$ cat config.mk
export PLATFORM = sky130hd
export DESIGN_NAME = dma_req_router
export DESIGN_NICKNAME = d
export VERILOG_FILES = /design/src/rtl/drr_pkg.sv /design/src/rtl/drr_decode.sv /design/src/rtl/drr_datapath.sv /design/src/rtl/dma_req_router.sv
export SDC_FILE = /design/constraint.sdc
export NUM_CORES = 1
export LEC_CHECK = 0
export CORE_AREA = 2 2 112 114
export CTS_CLUSTER_SIZE = 40
export DETAILED_ROUTE_END_ITERATION = 8
export DIE_AREA = 0 0 114 116
export GPL_TIMING_DRIVEN = 1
export HOLD_SLACK_MARGIN = 0.1
export PLACE_DENSITY = 0.77
export REMOVE_ABC_BUFFERS = 1
export SLEW_MARGIN = 0
export SYNTH_ARGS = -nofsm -noshare
export SYNTH_HDL_FRONTEND = slang
export SYNTH_HIERARCHICAL = 1
export SYNTH_SLANG_ARGS = --single-unit
export TNS_END_PERCENT = 100
$ cat constraint.sdc
create_clock -name clk -period 14.75 [get_ports clk]
set_clock_uncertainty 0.2 [all_clocks]
set_input_delay 2.95 -clock clk [delete_from_list [all_inputs] [get_ports clk]]
set_output_delay 2.95 -clock clk [all_outputs]
set_load 0.02 [all_outputs]
$ cat src/rtl/drr_pkg.sv
package drr_pkg;
  localparam int AW = 16;
  localparam logic [AW-1:0] TBL_BASE = 16'h2000;
  localparam logic [AW-1:0] CH_BASE  = 16'h1000;
  localparam int CH_SHIFT = 6;

  typedef struct packed {
    logic          tblWe;
    logic          pauseWe;
    logic [AW-1:0] wrIdx;
    logic          rdTbl;
    logic          rdPause;
    logic [AW-1:0] rdIdx;
  } strobe_t;
endpackage

$ cat src/rtl/drr_decode.sv
module drr_decode
  import drr_pkg::*;
#(
  parameter int NUM_IDS = 16,
  parameter int NUM_CH  = 8
) (
  input  logic          wrEn,
  input  logic [AW-1:0] wrAddr,
  input  logic [AW-1:0] rdAddr,
  output strobe_t       stb
);
  localparam logic [AW-1:0] TBL_END = AW'(int'(TBL_BASE) + 4 * NUM_IDS);
  localparam logic [AW-1:0] CH_END  = AW'(int'(CH_BASE) + (NUM_CH << CH_SHIFT));

  logic [AW-1:0] wOffT, wOffC, rOffT, rOffC;
  logic wInT, wInC, rInT, rInC;

  always_comb begin
    wOffT = wrAddr - TBL_BASE;
    wOffC = wrAddr - CH_BASE;
    rOffT = rdAddr - TBL_BASE;
    rOffC = rdAddr - CH_BASE;
    wInT = (wrAddr >= TBL_BASE) && (wrAddr < TBL_END) && (wOffT[1:0] == 2'b00);
    wInC = (wrAddr >= CH_BASE) && (wrAddr < CH_END) && (wOffC[CH_SHIFT-1:0] == '0);
    rInT = (rdAddr >= TBL_BASE) && (rdAddr < TBL_END) && (rOffT[1:0] == 2'b00);
    rInC = (rdAddr >= CH_BASE) && (rdAddr < CH_END) && (rOffC[CH_SHIFT-1:0] == '0);

    stb.tblWe   = wrEn && wInT;
    stb.pauseWe = wrEn && wInC;
    stb.wrIdx   = wInT ? (wOffT >> 2) : (wOffC >> CH_SHIFT);
    stb.rdTbl   = rInT;
    stb.rdPause = rInC;
    stb.rdIdx   = rInT ? (rOffT >> 2) : (rOffC >> CH_SHIFT);
  end
endmodule

$ cat src/rtl/drr_datapath.sv
module drr_datapath
  import drr_pkg::*;
#(
  parameter int NUM_IDS = 16,
  parameter int NUM_CH  = 8,
  parameter int CW      = 4,
  parameter int DW      = 4
) (
  input  logic               clk,
  input  logic               rst,
  input  strobe_t            stb,
  input  logic [DW-1:0]      wrData,
  output logic [DW-1:0]      rdData,
  input  logic [NUM_IDS-1:0] periphReq,
  input  logic [NUM_CH-1:0]  chEnable,
  input  logic [NUM_CH-1:0]  beatBusy,
  output logic [NUM_CH-1:0]  chTrig,
  output logic [NUM_CH-1:0]  pauseReq,
  output logic [NUM_CH-1:0]  pauseStat
);
  logic [CW-1:0]     mapReg [NUM_IDS];
  logic [NUM_CH-1:0] hit;

  for (genvar i = 0; i < NUM_IDS; i++) begin : g_entry
    always_ff @(posedge clk) begin
      if (rst) mapReg[i] <= '0;
      else if (stb.tblWe && stb.wrIdx == AW'(i)) mapReg[i] <= wrData[CW-1:0];
    end
  end

  always_comb begin
    hit = '0;
    for (int i = 0; i < NUM_IDS; i++)
      for (int c = 0; c < NUM_CH; c++)
        if (periphReq[i] && mapReg[i] == CW'(c + 1)) hit[c] = 1'b1;
  end

  always_ff @(posedge clk) begin
    if (rst) chTrig <= '0;
    else     chTrig <= hit & chEnable;
  end

  for (genvar c = 0; c < NUM_CH; c++) begin : g_pause
    always_ff @(posedge clk) begin
      if (rst) begin
        pauseReq[c]  <= 1'b0;
        pauseStat[c] <= 1'b0;
      end else begin
        if (stb.pauseWe && stb.wrIdx == AW'(c)) pauseReq[c] <= wrData[0];
        pauseStat[c] <= pauseReq[c] && (pauseStat[c] || !beatBusy[c]);
      end
    end
  end

  always_comb begin
    rdData = '0;
    if (stb.rdTbl) begin
      for (int i = 0; i < NUM_IDS; i++)
        if (stb.rdIdx == AW'(i)) rdData[CW-1:0] = mapReg[i];
    end else if (stb.rdPause) begin
      for (int c = 0; c < NUM_CH; c++)
        if (stb.rdIdx == AW'(c)) begin
          rdData[0] = pauseReq[c];
          rdData[2] = pauseStat[c];
        end
    end
  end
endmodule

$ cat src/rtl/dma_req_router.sv
module dma_req_router
  import drr_pkg::*;
#(
  parameter int NUM_IDS = 16,
  parameter int NUM_CH  = 8,
  localparam int CW = $clog2(NUM_CH + 1),
  localparam int DW = (CW > 3) ? CW : 3
) (
  input  logic               clk,
  input  logic               rst,
  input  logic               wrEn,
  input  logic [AW-1:0]      wrAddr,
  input  logic [DW-1:0]      wrData,
  input  logic [AW-1:0]      rdAddr,
  output logic [DW-1:0]      rdData,
  input  logic [NUM_IDS-1:0] periphReq,
  input  logic [NUM_CH-1:0]  chEnable,
  input  logic [NUM_CH-1:0]  beatBusy,
  output logic [NUM_CH-1:0]  chTrig,
  output logic [NUM_CH-1:0]  pauseReq
);
  strobe_t           stb;
  logic [NUM_CH-1:0] pauseStat;

  drr_decode #(.NUM_IDS(NUM_IDS), .NUM_CH(NUM_CH)) u_dec (
    .wrEn(wrEn), .wrAddr(wrAddr), .rdAddr(rdAddr), .stb(stb)
  );

  drr_datapath #(.NUM_IDS(NUM_IDS), .NUM_CH(NUM_CH), .CW(CW), .DW(DW)) u_dp (
    .clk(clk), .rst(rst), .stb(stb), .wrData(wrData), .rdData(rdData),
    .periphReq(periphReq), .chEnable(chEnable), .beatBusy(beatBusy),
    .chTrig(chTrig), .pauseReq(pauseReq), .pauseStat(pauseStat)
  );
endmodule

==> results.json, run 1 <==
{
  "dpl_worst_slack_ps": 3740,
  "synth.distinct_cells": 61,
  "start_kind": "input port",
  "viasPerCell": 6.60,
  "fp.coreArea_um2": 11900,
  "top_usage_layer": "met2",
  "yosysWarnings": 6,
  "pwr-share-seq": 0.486,
  "r2r-start": "u_dp/mapReg[0][21]$_SDFFCE_PN0P_",
  "grtUsageTotal": 0.329,
  "cts_setup_buffers": 0,
  "min_delay_path_depth": 2,
  "place_congestion": 1.06,
  "leakage_nw": 2.43,
  "gr-usage-met3": 0.0748,
  "finalWorstSetupSlack_ps": 3760,
  "syn2layout_area_growth_pct": 16.2,
  "ioPinCount": 91,
  "avgRoutedWirePerCell_um": 23.8,
  "r2r_slack_ps": 12650,
  "clk_pin_slew_ps": 70,
  "synth_mux_area_frac": 0.111,
  "num_vias": 6007,
  "wl_um": 21600,
  "grt_max_degree": 36,
  "dieArea_um2": 13200,
  "grt_pass1_wl_um": 32100,
  "end_kind": "output pin",
  "ys_seq_elements": 88,
  "grt_overflow_total": 0,
  "critical_path_arrival_ps": 7840,
  "synthTopCellsByArea": "edfxtp_1 30%, dfxtp_1 7.4%, nand3b_1 6.1%, nor3b_1 5.3%, nor2_1 5.0%",
  "p_int_uw": 443,
  "fp-row-count": 40,
  "dr.pass1.iters": 7,
  "cts_tree": "done",
  "finalSetupTns_ps": 0,
  "hp-start": "u_dp/pauseStat[0]$_SDFF_PP0_",
  "slowest_stage": "a2111oi_4",
  "required_ps": 11600,
  "portBuffers": 90,
  "cts_buffer_depth": 2,
  "r2r_cells": 4,
  "pwr-share-comb": 0.150,
  "die_x_um": 114,
  "period_minus_slack_ps": 10990,
  "drc": 0,
  "initial_utilization": 0.547,
  "synth_xor_area_frac": 0.00807,
  "grt_antenna_before_repair": 0,
  "cts_sinks": 88,
  "layout-drive-gt1-share": 0.0734,
  "synth_top_area_cell": "edfxtp_1",
  "syn_area_um2": 6510,
  "ir_worst_vdd_mv": 0.0783,
  "max_slew_margin": 0.235,
  "hold_viol_final": 0,
  "yosysMostFrequentCell": "nor2_1",
  "min_to": "u_dp/pauseStat[0]$_SDFF_PP0_",
  "p_per_area_nw_per_um2": 81.8,
  "tightest_slew_ps": 1150,
  "htree_num_levels": 3,
  "synth_commonest_cells": "87 x nor2_1, 64 x edfxtp_1, 62 x nand2_1, 53 x nand3b_1, 46 x nor3b_1",
  "hold_class": "reg -> reg",
  "postCtsHoldBufs": 0,
  "crit_chain": "clkdlybuf4s50_1 > or3_1 > or4_4 > a2111oi_4 > mux2_2 > mux2_1 > o22a_1 > o211ai_1 > a21boi_1 > o221a_1 > clkdlybuf4s50_1",
  "postSynthAreaPerCell_um2": 9.13,
  "die_h_um": 116,
  "synthAdderAreaFrac": 0.0231,
  "cts_resized": 0,
  "crit_type": "in -> out",
  "fin_total_pwr_uw": 619,
  "use_met1": 0.433,
  "final_core_util": 0.635,
  "finalSetupViolCount": 0,
  "postSynth.asyncResetShare": 0,
  "cpPeakStageDelay_ps": 1050,
  "fin_nets": 841,
  "hold_ws_ps": 269,
  "drtAntennaViolNets": 0,
  "ys.flop_type": "edfxtp_1",
  "fmax_mhz": 91.0,
  "maxCapViolCount": 0,
  "num_antenna_cells": 0,
  "rsz0062_at_grt": "no",
  "synth_top_family_by_area": "simple AND/OR/NAND/NOR gates",
  "synth_edf_count": 64,
  "reg2reg_to": "u_dp/chTrig[7]$_SDFF_PP0_",
  "yosys.area_share.simple": 0.336,
  "p_clk_frac": 0.364,
  "syn_inst": 713,
  "cts_buffers": 9,
  "grt_pass1_vias": 5653,
  "ys_seq_area_frac": 0.369,
  "yosysTopAreaCellShare": 0.295,
  "final_max_slew_viol_count": 0,
  "synth_compound_area_frac": 0.0867,
  "post-dp-hpwl_um": 16600,
  "status": "finished, final reports clean",
  "cp_common_cell": "clkdlybuf4s50_1",
  "clock_latency_ps": 360,
  "switchingPower_uw": 176,
  "root_buffer": "clkbuf_16",
  "use_met2": 0.523,
  "fin_crit_sh": 0.745,
  "crit_fanout": 35,
  "drt-initial-drc-count": 584,
  "sw_frac_of_total": 0.284
}
-- critical path: cells and delay by family --
family          cells  cell delay [ps]
compound gates      5             1770
buf+inv             2              970
simple gates        2              850
mux                 2             1290
-- power by group through the flow --
stage / logic [mW] / registers [mW] / clock network [mW]
global route: 0.0997 / 0.300 / 0.240
finish: 0.0931 / 0.301 / 0.225
CTS: 0.0918 / 0.298 / 0.229
floorplan: 0.0510 / 0.293 / 0
global placement: 0.0893 / 0.304 / 0
detailed placement: 0.0914 / 0.304 / 0
-- layer usage --
layer  routed length (um)  vias to the layer above
met2                10000                      393
met4                  799                        0
met5                    0                        -
li1                     -                     2717
met1                 8580                     2847
met3                 2210                       50
-- area by class of cell --
class	count	area, um2
Clock buffer	9	225
Clock inverter	7	71.3
Fill cell	1004	4350
Inverter	24	90.1
Multi-Input combinational cell	545	3690
Sequential cell	88	2400
Tap cell	147	184
Timing Repair Buffer	90	901
-- worst max path at each step --
stage	endpoint	depth (start not counted)	start	slack, ps
after floorplan	rdData[0]	9	rdAddr[9]	5090
after global placement	rdData[2]	9	rdAddr[9]	3890
after detailed placement	rdData[1]	11	rdAddr[9]	3740
after CTS	rdData[1]	11	rdAddr[9]	3750
after global routing	rdData[0]	11	rdAddr[9]	3480
final	rdData[1]	11	rdAddr[9]	3760
-- cells by family (layout without fill, tap and decap cells) --
| group | Yosys count | after routing |
|---|---|---|
| simple gates | 386 | 386 |
| other cells | 1 | 4 |
| mux | 54 | 54 |
| fa+ha+maj | 12 | 12 |
| flops | 88 | 88 |
| xor+xnor | 6 | 6 |
| compound gates | 83 | 83 |
| buf+inv | 83 | 130 |
-- per-stage QoR --
step                cell area (um2)  std cells
finish                         7570        910
global route                   7570        910
CTS                            7570        910
detailed placement             7270        894
global placement               7270        894
floorplan                      6180        657
-- placed cells by master, fill, tap and decap left out, types with 3 or more instances in the layout --
cell type / n
a21oi_1: 20
a22oi_1: 5
a31oi_1: 4
and2_1: 7
and3_1: 11
clkbuf_16: 9
clkdlybuf4s50_1: 90
conb_1: 4
dfxtp_1: 24
edfxtp_1: 64
ha_1: 12
inv_1: 22
mux2_1: 5
mux2_2: 11
mux2_4: 9
mux2i_1: 20
mux4_2: 8
nand2_1: 62
nand2b_1: 6
nand3_1: 20
nand3b_1: 53
nand4_1: 21
nor2_1: 87
nor2b_1: 5
nor3_1: 20
nor3b_1: 46
nor4_1: 22
nor4_2: 3
nor4b_1: 11
o211ai_1: 3
o21ai_0: 4
o21ai_1: 17
o22ai_1: 12
or3_1: 3
or4_1: 3
xor2_1: 4
-- state kept, by name, indices dropped and copies added, names as in the netlist --
register,count
u_dp/chTrig,8
u_dp/mapReg,64
u_dp/pauseReq,8
u_dp/pauseStat,8
No activity file was read; power rests on OpenSTA's default activity.
==> run 2, diff against run 1 <==
--- a/config.mk
+++ b/config.mk
@@ -5,13 +5,13 @@
 export SDC_FILE = /design/constraint.sdc
 export NUM_CORES = 1
 export LEC_CHECK = 0
-export CORE_AREA = 2 2 112 114
+export CORE_AREA = 2 2 116 118
 export CTS_CLUSTER_SIZE = 40
 export DETAILED_ROUTE_END_ITERATION = 8
-export DIE_AREA = 0 0 114 116
+export DIE_AREA = 0 0 118 120
 export GPL_TIMING_DRIVEN = 1
 export HOLD_SLACK_MARGIN = 0.1
-export PLACE_DENSITY = 0.77
+export PLACE_DENSITY = 0.76
 export REMOVE_ABC_BUFFERS = 1
 export SLEW_MARGIN = 0
 export SYNTH_ARGS = -nofsm -noshare
==> constraint.sdc (replaced) <==
create_clock -name clk -period 9.5 [get_ports clk]
set_clock_uncertainty 0.2 [all_clocks]
set_input_delay 1.9 -clock clk [delete_from_list [all_inputs] [get_ports clk]]
set_output_delay 1.9 -clock clk [all_outputs]
set_load 0.02 [all_outputs]
==> run 2 against run 1 <==
  * Register-to-register slack got worse by 5300 ps
  * Via count down 0.57%
  * Core utilization shrank 4.9 points
  * Combinational power increased by 54%
  * Sequential power up 54%
  * Routed wire length shrank 2.2%
==> results.json, run 2 (synthesis gave the netlist of run 1 again) <==
{
  "fp-row-count": 42,
  "layout-drive-gt1-share": 0.0733,
  "cts_setup_buffers": 0,
  "tightest_slew_ps": 1150,
  "die_h_um": 120,
  "clk_pin_slew_ps": 60,
  "final_core_util": 0.586,
  "grt_antenna_before_repair": 1,
  "hold_class": "reg -> reg",
  "viasPerCell": 6.35,
  "fin_crit_sh": 0.888,
  "cp_common_cell": "clkdlybuf4s50_1",
  "fp.coreArea_um2": 13000,
  "required_ps": 7400,
  "drc": 0,
  "dieArea_um2": 14200,
  "p_per_area_nw_per_um2": 126,
  "finalWorstSetupSlack_ps": 1070,
  "final_cell_mix": "90 x clkdlybuf4s50_1, 87 x nor2_1, 64 x edfxtp_1",
  "grt_max_degree": 36,
  "portBuffers": 90,
  "finalSetupTns_ps": 0,
  "die_x_um": 118,
  "crit_chain": "clkdlybuf4s50_1 > or3_1 > or4_4 > a2111oi_4 > buf_4 > mux2_2 > mux4_2 > inv_1 > o22ai_1 > a31oi_1 > o221ai_1 > clkdlybuf4s50_1",
  "hold_viol_final": 0,
  "cts_resized": 0,
  "maxCapViolCount": 0,
  "crit_fanout": 35,
  "gr-usage-met3": 0.0708,
  "fmax_mhz": 119,
  "num_vias": 5973,
  "cp_num_buf_inv": 4,
  "period_minus_slack_ps": 8430,
  "grt_pass1_vias": 5722,
  "postCtsHoldBufs": 0,
  "crit_type": "in -> out",
  "grt_pass1_wl_um": 32200,
  "ir_worst_vdd_mv": 0.0786,
  "cts_tree": "done",
  "slowest_stage": "mux2_2",
  "fin_nets": 842,
  "layout_commonest_cell": "clkdlybuf4s50_1",
  "start_kind": "input port",
  "cts_buffer_depth": 2,
  "avgRoutedWirePerCell_um": 22.5,
  "dr.pass1.iters": 6,
  "ioPinCount": 91,
  "root_buffer": "clkbuf_16",
  "cts_sinks": 88,
  "dpl_worst_slack_ps": 1100,
  "clock_latency_ps": 350,
  "largest_reg_flops": 64,
  "drtAntennaViolNets": 0,
  "post-dp-hpwl_um": 16300,
  "final_max_slew_viol_count": 0,
  "critical_path_arrival_ps": 6330,
  "cpPeakStageDelay_ps": 790,
  "initial_utilization": 0.502,
  "regMostFlops": "u_dp/mapReg",
  "htree_num_levels": 3,
  "status": "finished, final reports clean",
  "max_slew_margin": 0.231,
  "finalSetupViolCount": 0,
  "wl_um": 21100,
  "end_kind": "output pin",
  "use_met1": 0.376,
  "drt-initial-drc-count": 663,
  "place_congestion": 1.02,
  "grtUsageTotal": 0.301,
  "fin_total_pwr_uw": 956,
  "use_met2": 0.483,
  "rsz0062_at_grt": "no",
  "cts_buffers": 9,
  "critPathTopFamily": "buffers and inverters",
  "leakage_nw": 2.42,
  "top_usage_layer": "met2",
  "grt_overflow_total": 0,
  "syn2layout_area_growth_pct": 16.8
}
[run 2: changes by cell type in the layout (fill, tap and decap cells not counted)]
cell	delta
clkbuf_8	+1
clkinv_4	-1
clkinv_1	+1
inv_4	-1
inv_6	+1
clkinvlp_4	+1
clkinv_8	-1
diode_2	+1
buf_4	+1
inv_8	-1
[run 2: power breakdown]
group / leakage (nW) / switching [mW] / internal, mW
clock: 0.139 / 0.160 / 0.188
combinational: 1.48 / 0.0687 / 0.0747
sequential: 0.802 / 0.0371 / 0.428
[run 2: layer usage]
layer  part of all wire  up-vias
met1               0.38     2733
met4              0.055        0
met5                  0        -
met3               0.11       73
met2               0.45      440
li1                   -     2727
[run 2: through the flow]
stage | instances | hold slack, ps | area [um2]
after CTS | 940 | 258 | 7600
after global routing | 940 | 278 | 7600
after global placement | 924 | 252 | 7310
after detailed placement | 924 | 249 | 7310
final | 941 | 257 | 7600
after floorplan | 657 | 225 | 6180
[run 2: final timing paths]
check | start | to | slack, ps | depth (start not counted)
max | rdAddr[9] | rdData[0] | 1070 | 12
min | u_dp/pauseStat[0]$_SDFF_PP0_ | u_dp/pauseStat[0]$_SDFF_PP0_ | 260 | 2
max reg2reg | u_dp/mapReg[1][7]$_SDFFCE_PN0P_ | u_dp/chTrig[6]$_SDFF_PP0_ | 7340 | 5
min reg2reg | u_dp/pauseStat[0]$_SDFF_PP0_ | u_dp/pauseStat[0]$_SDFF_PP0_ | 260 | 2
[run 2: worst min-delay path, stage by stage (launching register included)]
cell,delay [ps]
dfxtp_1,310
inv_1,50
a21oi_1,50
[run 2: area by class of cell]
type,instances,area (um2)
Antenna cell,1,2.50
Clock buffer,10,239
Clock inverter,6,48.8
Fill cell,1128,5380
Inverter,24,90.1
Multi-Input combinational cell,545,3690
Sequential cell,88,2400
Tap cell,176,220
Timing Repair Buffer,91,908
==> run 3, diff against run 2 <==
--- a/config.mk
+++ b/config.mk
@@ -5,17 +5,16 @@
 export SDC_FILE = /design/constraint.sdc
 export NUM_CORES = 1
 export LEC_CHECK = 0
-export CORE_AREA = 2 2 116 118
+export CORE_AREA = 2 2 118 120
 export CTS_CLUSTER_SIZE = 40
 export DETAILED_ROUTE_END_ITERATION = 8
-export DIE_AREA = 0 0 118 120
+export DIE_AREA = 0 0 120 122
 export GPL_TIMING_DRIVEN = 1
 export HOLD_SLACK_MARGIN = 0.1
-export PLACE_DENSITY = 0.76
+export PLACE_DENSITY = 0.75
 export REMOVE_ABC_BUFFERS = 1
 export SLEW_MARGIN = 0
 export SYNTH_ARGS = -nofsm -noshare
 export SYNTH_HDL_FRONTEND = slang
-export SYNTH_HIERARCHICAL = 1
 export SYNTH_SLANG_ARGS = --single-unit
-export TNS_END_PERCENT = 100
+export TNS_END_PERCENT = 30
==> run 3 against run 2 <==
  * Hold slack gained 1.7 ps
  * Synthesized area grew 2.7%
  * Maximum frequency shrank 2.8%
  * Count of clock-buffer cells in the layout grew 4
  * Critical path depth is the same
  * Synthesized cell count grew 9.7%
  * Via count grew 12%
  * Sequential power is essentially flat
  * Final area grew 4.4%
==> results.json, run 3 <==
{
  "status": "finished, final reports clean",
  "avgRoutedWirePerCell_um": 24.2,
  "drt-initial-drc-count": 955,
  "clock_latency_ps": 360,
  "synth_top_area_cell": "edfxtp_1",
  "ys.flop_type": "edfxtp_1",
  "pwr-share-seq": 0.477,
  "yosysMostFrequentCell": "nor2_1",
  "crit_fanout": 33,
  "ioPinCount": 91,
  "required_ps": 7400,
  "synth_edf_count": 64,
  "nFillCells": 1209,
  "finalSetupViolCount": 0,
  "syn_area_um2": 6690,
  "yosysWarnings": 0,
  "dr.pass1.iters": 6,
  "postCtsHoldBufs": 0,
  "cts_setup_buffers": 0,
  "maxCapViolCount": 0,
  "grtUsageTotal": 0.341,
  "end_kind": "output pin",
  "portBuffers": 90,
  "num_vias": 6713,
  "dieArea_um2": 14600,
  "period_minus_slack_ps": 8680,
  "place_area_um2": 7620,
  "viasPerCell": 6.57,
  "synth_commonest_cells": "71 x nor2_1, 64 x edfxtp_1, 62 x nand2_1, 52 x nor3b_1, 48 x nand3b_1",
  "final_max_slew_viol_count": 0,
  "p_int_uw": 714,
  "crit_type": "in -> out",
  "leakage_nw": 2.57,
  "grt_antenna_before_repair": 0,
  "use_met1": 0.454,
  "cts_resized": 0,
  "hold_class": "reg -> reg",
  "fin_total_pwr_uw": 978,
  "cts_tree": "done",
  "sw_frac_of_total": 0.269,
  "rsz0062_at_grt": "no",
  "clk_pin_slew_ps": 60,
  "layout_commonest_cell": "clkdlybuf4s50_1",
  "fin_nets": 920,
  "htree_num_levels": 3,
  "cts_sinks": 88,
  "drc": 0,
  "wl_um": 24700,
  "initial_utilization": 0.495,
  "ys_seq_area_frac": 0.359,
  "tightest_slew_ps": 1110,
  "design_area_um2": 7940,
  "ir_worst_vdd_mv": 0.112,
  "grt_pass1_wl_um": 37200,
  "post-dp-hpwl_um": 19100,
  "hold_viol_final": 0,
  "drtAntennaViolNets": 0,
  "fp.coreArea_um2": 13500,
  "gr-usage-met3": 0.0754,
  "root_buffer": "clkbuf_16",
  "cts_buffers": 9,
  "ys_seq_elements": 88,
  "grt_overflow_total": 0,
  "final_cell_mix": "90 x clkdlybuf4s50_1, 71 x nor2_1, 64 x edfxtp_1",
  "num_antenna_cells": 0,
  "synth.distinct_cells": 68,
  "postSynthAreaPerCell_um2": 8.56,
  "die_h_um": 122,
  "hold_ws_ps": 259,
  "synthTopCellsByArea": "edfxtp_1 29%, dfxtp_1 7.2%, nor3b_1 5.8%, nand3b_1 5.4%, nor2_1 4.0%",
  "fmax_mhz": 115,
  "switchingPower_uw": 263,
  "fin_crit_sh": 0.913,
  "grt_pass1_vias": 6400,
  "top_usage_layer": "met2",
  "max_slew_margin": 0.261,
  "dpl_worst_slack_ps": 996,
  "die_x_um": 120,
  "use_met2": 0.530,
  "layout-drive-gt1-share": 0.0392,
  "largest_reg_flops": 64,
  "pwr-share-comb": 0.136,
  "place_congestion": 1.09,
  "syn_inst": 782,
  "fp-row-count": 43,
  "grt_max_degree": 38,
  "start_kind": "input port",
  "cts_buffer_depth": 2,
  "p_clk_frac": 0.387,
  "p_per_area_nw_per_um2": 123,
  "yosysTopAreaCellShare": 0.287,
  "postSynth.asyncResetShare": 0,
  "syn2layout_area_growth_pct": 18.7,
  "regMostFlops": "u_dp.mapReg",
  "critical_path_arrival_ps": 6580,
  "finalWorstSetupSlack_ps": 824,
  "finalSetupTns_ps": 0
}
==> run 3: changes by cell type in the layout (fill, tap and decap cells not counted), moves of 9 or more <==
cell      previous run  this run
and2_1               7        36
nand2b_1             6        32
nor2_1              87        71
nor3_1              20        35
o21ai_1             17         2
and3_1              11         0
mux2_2              11         0
nand3_1             20        31
mux2_4               9         0
==> run 3: metal layers <==
metal | routed length (um) | up-vias | part of all wire
li1 | - | 3030 | -
met5 | 0 | - | 0
met2 | 11000 | 453 | 0.45
met1 | 9790 | 3166 | 0.40
met3 | 2920 | 64 | 0.12
met4 | 988 | 0 | 0.040
==> run 3: critical path, stage by stage <==
cell and delay, ps:
clkdlybuf4s50_1 630, ha_1 190, nor4b_2 250, nand4_2 190
a2111o_1 890, mux2i_1 630, a2bb2oi_1 140, a21oi_1 130
a21oi_1 60, a2111oi_0 700, o21a_1 230, clkdlybuf4s50_1 610
==> run 3: cell type report <==
| type | instances | area (um2) | area share |
|---|---|---|---|
| repair buffers | 92 | 916 | 0.115 |
| multi-input cells | 617 | 3970 | 0.500 |
| well taps | 180 | 225 | 0.0284 |
| flip-flops and latches | 88 | 2400 | 0.303 |
| clock buffers | 14 | 307 | 0.0386 |
| inverters | 28 | 105 | 0.0132 |
| clock inverters | 2 | 15.0 | 0.00189 |
==> run 3: power by group through the flow <==
stage	combinational, mW	clock (mW)	sequential (mW)
2_1_floorplan	0.0603	0	0.455
3_3_place_gp	0.129	0	0.470
3_5_place_dp	0.131	0	0.471
4_1_cts	0.132	0.380	0.462
5_1_grt	0.143	0.394	0.466
6_report	0.133	0.378	0.466
==> run 3: cell families after synthesis <==
kind of cell / Yosys count / synth area share
xor gates and xnor gates: 6 / 0.00786
buffers and inverters: 77 / 0.0475
DFF: 88 / 0.359
muxes: 13 / 0.0194
and+or+nand+nor: 465 / 0.407
adders and majority gates: 13 / 0.0243
AOI/OAI and AO/OA: 120 / 0.135
==> run 3: worst paths after layout <==
kind | startpoint | end | slack [ps] | cells past startpoint
max reg2reg | u_dp.mapReg[0][30]$_SDFFCE_PN0P_ | u_dp.chTrig[4]$_SDFF_PP0_ | 7290 | 5
min | u_dp.pauseStat[2]$_SDFF_PP0_ | u_dp.pauseStat[2]$_SDFF_PP0_ | 260 | 2
max | rdAddr[13] | rdData[3] | 820 | 12
min reg2reg | u_dp.pauseStat[2]$_SDFF_PP0_ | u_dp.pauseStat[2]$_SDFF_PP0_ | 260 | 2
==> run 3: stage by stage <==
| step | utilization | instances |
|---|---|---|
| after floorplan | - | 733 |
| after global placement | 0.564 | 1005 |
| after detailed placement | 0.564 | 1005 |
| after CTS | 0.588 | 1021 |
| after global routing | 0.588 | 1021 |
| final | 0.588 | 1021 |
